[src/rtl/mcyc_pkg.sv]
package mcyc_pkg;

    localparam int STATE_W   = 2;
    localparam int MAX_LEN   = 1 << STATE_W;
    localparam int LEN_W     = STATE_W;

    typedef logic [STATE_W-1:0] state_t;

    typedef enum logic [LEN_W-1:0] {
        LEN_ONE   = 2'd0,
        LEN_TWO   = 2'd1,
        LEN_THREE = 2'd2,
        LEN_FOUR  = 2'd3
    } len_code_e;

    typedef struct packed {
        logic addr_cap;
        logic data_cap;
        logic cyc_end;
    } strobe_s;

    // Index of the final state for a code, with optional one-clock extension
    function automatic state_t final_state(input len_code_e code, input logic ext);
        logic [STATE_W:0] sum;
        sum = {1'b0, code} + {{STATE_W{1'b0}}, ext};
        if (sum > (MAX_LEN - 1))
            return state_t'(MAX_LEN - 1);
        return sum[STATE_W-1:0];
    endfunction

    // States in which a hold request is honoured
    function automatic logic is_waitable(input state_t st, input state_t last);
        return (st == state_t'(1)) ||
               ((st == state_t'(2)) && (last == state_t'(MAX_LEN - 1)));
    endfunction

endpackage

[src/rtl/mcyc_len_latch.sv]
module mcyc_len_latch
    import mcyc_pkg::*;
(
    input  logic             clk,
    input  logic             rst,
    input  logic             load,
    input  logic [LEN_W-1:0] len_sel,
    input  logic             dec_ext,
    output state_t           last_idx
);

    state_t last_q;

    always_ff @(posedge clk) begin
        if (rst)
            last_q <= state_t'(0);
        else if (load)
            last_q <= final_state(len_code_e'(len_sel), dec_ext);
    end

    assign last_idx = last_q;

endmodule

[src/rtl/mcyc_state_ctr.sv]
module mcyc_state_ctr
    import mcyc_pkg::*;
(
    input  logic   clk,
    input  logic   rst,
    input  logic   restart,
    input  logic   hold,
    output state_t state
);

    state_t state_q;

    always_ff @(posedge clk) begin
        if (rst)
            state_q <= state_t'(0);
        else if (restart)
            state_q <= state_t'(0);
        else if (!hold)
            state_q <= state_q + state_t'(1);
    end

    assign state = state_q;

endmodule

[src/rtl/mcyc_decode.sv]
module mcyc_decode
    import mcyc_pkg::*;
(
    input  state_t  state,
    input  state_t  last_idx,
    input  logic    wait_in,
    output logic    hold,
    output strobe_s strb
);

    logic at_last;

    always_comb begin
        hold          = wait_in && is_waitable(state, last_idx);
        at_last       = (state == last_idx);
        strb.addr_cap = (state == state_t'(0));
        strb.cyc_end  = at_last && !hold;
        strb.data_cap = strb.cyc_end;
    end

endmodule

[src/rtl/mcyc_ctrl.sv]
module mcyc_ctrl
    import mcyc_pkg::*;
(
    input  logic             clk,
    input  logic             rst,
    input  logic [LEN_W-1:0] len_sel,
    input  logic             dec_ext,
    input  logic             wait_in,
    output logic [STATE_W-1:0] state_idx,
    output logic             cyc_end,
    output logic             addr_cap,
    output logic             data_cap
);

    state_t  cur_state;
    state_t  last_idx;
    logic    hold;
    strobe_s strb;

    mcyc_len_latch u_len (
        .clk      (clk),
        .rst      (rst),
        .load     (strb.cyc_end),
        .len_sel  (len_sel),
        .dec_ext  (dec_ext),
        .last_idx (last_idx)
    );

    mcyc_state_ctr u_ctr (
        .clk     (clk),
        .rst     (rst),
        .restart (strb.cyc_end),
        .hold    (hold),
        .state   (cur_state)
    );

    mcyc_decode u_dec (
        .state    (cur_state),
        .last_idx (last_idx),
        .wait_in  (wait_in),
        .hold     (hold),
        .strb     (strb)
    );

    assign state_idx = cur_state;
    assign cyc_end   = strb.cyc_end;
    assign addr_cap  = strb.addr_cap;
    assign data_cap  = strb.data_cap;

endmodule

[config.mk]
export PLATFORM = sky130hd
export DESIGN_NAME = mcyc_ctrl
export DESIGN_NICKNAME = d
export VERILOG_FILES = /design/src/rtl/mcyc_pkg.sv /design/src/rtl/mcyc_len_latch.sv /design/src/rtl/mcyc_state_ctr.sv /design/src/rtl/mcyc_decode.sv /design/src/rtl/mcyc_ctrl.sv
export SDC_FILE = /design/constraint.sdc
export NUM_CORES = 1
export LEC_CHECK = 0
export ABC_AREA = 1
export CAP_MARGIN = 20
export CORE_AREA = 8 8 45 47
export CTS_CLUSTER_SIZE = 40
export DETAILED_ROUTE_END_ITERATION = 7
export DIE_AREA = 0 0 53 55
export DONT_BUFFER_PORTS = 1
export PLACE_DENSITY = 0.42
export SKIP_CTS_REPAIR_TIMING = 1
export SLEW_MARGIN = 20
export SYNTH_ARGS = -nofsm -noshare
export SYNTH_HDL_FRONTEND = slang
export SYNTH_SLANG_ARGS = --single-unit
[constraint.sdc]
create_clock -name clk -period 1.6 [get_ports clk]
set_input_delay 0.32 -clock clk [delete_from_list [all_inputs] [get_ports clk]]
set_output_delay 0.32 -clock clk [all_outputs]
set_load 0.05 [all_outputs]
==> flow_metrics.env <==
export IMPL_finalMaxSlewViolations=0
export IMPL_groute_layer_met3_usage_pct=2.941
export IMPL_period_share_pct=106.8
export IMPL_grt_max_degree=8
export IMPL_synth_top_cell_area_share_pct=25.70
export IMPL_cp_data_arrival_time_ps=1390
export IMPL_syn2layout_area_growth_pct=58.23
export IMPL_fin_crit_ps=1709
export IMPL_final_cell_mix="nand2_1, buf_4, inv_1"
export IMPL_clkSlewWorstSetupHoldPaths_ps=40
export IMPL_fin_skew_ps=7.598
export IMPL_yosysUniqueCellTypes=10
export IMPL_die_height_um=55
export IMPL_grt_pass1_vias=245
export IMPL_fmax_ghz=0.5852
export IMPL_relSlewSlack_pct=86.75
export IMPL_layout_setup_ws_ps=-108.7
export IMPL_cts_buffers=3
export IMPL_dpl_hpwl_um=546.6
export IMPL_synth_seq_cells=4
export IMPL_hold_violations=0
export IMPL_seqCellArea_um2=87.58
export IMPL_io_buffer_count=0
export IMPL_grt_busiest_layer="met2"
export IMPL_cts_sinks=4
export IMPL_drtPass1Iterations=2
export IMPL_drt_initial_drc_count=2
export IMPL_hold_class="in2reg"
export IMPL_vias_per_cell=4.026
export IMPL_drive_gt1_share_pct=40.00
export IMPL_synthesis_instances=48
export IMPL_cp_start_kind="flip-flop"
export IMPL_die_w_um=53
export IMPL_critPathKind="reg2out"
export IMPL_dieArea_um2=2915
export IMPL_yosysSeqAreaShare_pct=25.70
export IMPL_placedInstanceArea_um2=407.9
export IMPL_core_region_area_um2=1384
export IMPL_htreeDepth=1
export IMPL_fin_nets=71
export IMPL_cts_root_buf="clkbuf_4"
export IMPL_diodes=0
export IMPL_syn_area_per_cell_um2=6.491
export IMPL_gr_usage_all_layers_pct=5.188
export IMPL_path_max_fanout=5
export IMPL_initial_core_util_pct=22.51
export IMPL_synthTopCellsByArea="dfxtp_1, ha_1, nand2_1"
export IMPL_ant_nets=0
export IMPL_crit_path_end_kind="primary output"
export IMPL_final_common_cell="nand2_1"
export IMPL_cts_tree="done"
export IMPL_rsz0062_at_grt="yes"
export IMPL_num_rows=14
export IMPL_synth_fp_nets=58
export IMPL_dr_total_vias=306
export IMPL_yosysWarnings=0
export IMPL_nFillCells=154
export IMPL_gr_total_overflow=0
export IMPL_drv_cap=0
export IMPL_stdcell_area_um2=493.0
export IMPL_crit_required_ps=1280
export IMPL_status="finished, violations left"
export IMPL_io_pins=11
export IMPL_cts_max_path_buffers=2
export IMPL_routabilityCongestion=0.6345
export IMPL_setup_viol=2
export IMPL_gr_usage_met2_pct=6.836
export IMPL_fin_cells=76
export IMPL_wirelength_um=756
export IMPL_worst_pin_slew_ps=198.5
export IMPL_violations="negative setup slack"
export IMPL_worstSkewPairLatency_ps=240
export IMPL_grt_pass1_wl_um=1090
export IMPL_final_util_pct=35.62
export IMPL_antenna_found_initial=0
export IMPL_netlist_area_um2=311.5
export IMPL_grtUsageMet1_pct=6.070
export IMPL_routedWlPerCell_um=9.947
export IMPL_synth_area_leader_cell="dfxtp_1"
export IMPL_multi_input_area_um2=239.0
export IMPL_place_inst=67
export IMPL_drc=0
export IMPL_finalSetupTns_ps=-216.9
-- per-layer routing --
metal	share of wire (%)	vias up
met4	0	0
met3	4.6	0
met5	0	-
met2	51	4
li1	-	171
met1	44	131
-- final timing paths --
kind / start / to / slack [ps] / depth (start not counted)
max: u_ctr.state[0] / data_cap / -110 / 8
min: rst / u_len.last_idx[0] / 290 / 3
max reg2reg: u_ctr.state[0] / u_len.last_idx[0] / 230 / 9
min reg2reg: u_len.last_idx[0] / u_len.last_idx[0] / 570 / 2
-- sequential cells by signal (all words and copies together) (netlist names) --
name / count
u_ctr.state: 2
u_len.last_idx: 2
-- final cells by class --
class,count,area share (%)
Timing Repair Buffer,9,16.24
Clock buffer,4,5.330
Sequential cell,4,17.77
Multi-Input combinational cell,34,48.48
Tap cell,16,4.061
Inverter,9,8.122
-- through the flow --
step	setup WS [ps]	hold slack [ps]
floorplan	-138.9	498.1
global placement	86.53	523.3
detailed placement	84.67	529.8
CTS	-176.5	283.0
global route	-177.6	304.1
finish	-108.7	289.0
-- synth_stat cells --
cell type  instances
nand2_1           12
inv_1              9
nand3_1            5
nor2_1             5
dfxtp_1            4
ha_1               4
nand2_2            4
a21oi_1            3
buf_4              1
nor2_4             1
-- kinds of logic (layout without fill, tap and decap cells) --
| group | after synthesis | after routing | share of synthesized area [%] |
|---|---|---|---|
| AOI/OAI and AO/OA | 3 | 3 | 4.818 |
| adders and majority gates | 4 | 4 | 16.06 |
| buffers and inverters | 10 | 22 | 13.25 |
| DFF | 4 | 4 | 25.70 |
| and+or+nand+nor | 27 | 27 | 40.16 |
-- worst max-delay path: stages (launching register included) --
cell        delay, ps
dfxtp_4           360
inv_4              80
ha_4              130
nand3_4            80
nand2_4           110
nand2_8            70
nand2_4            70
clkinvlp_4         90
buf_12            160
Power is left out: the tool's default activity adds up to more than one toggle a clock period on the data nets, which glitch-free logic cannot reach.
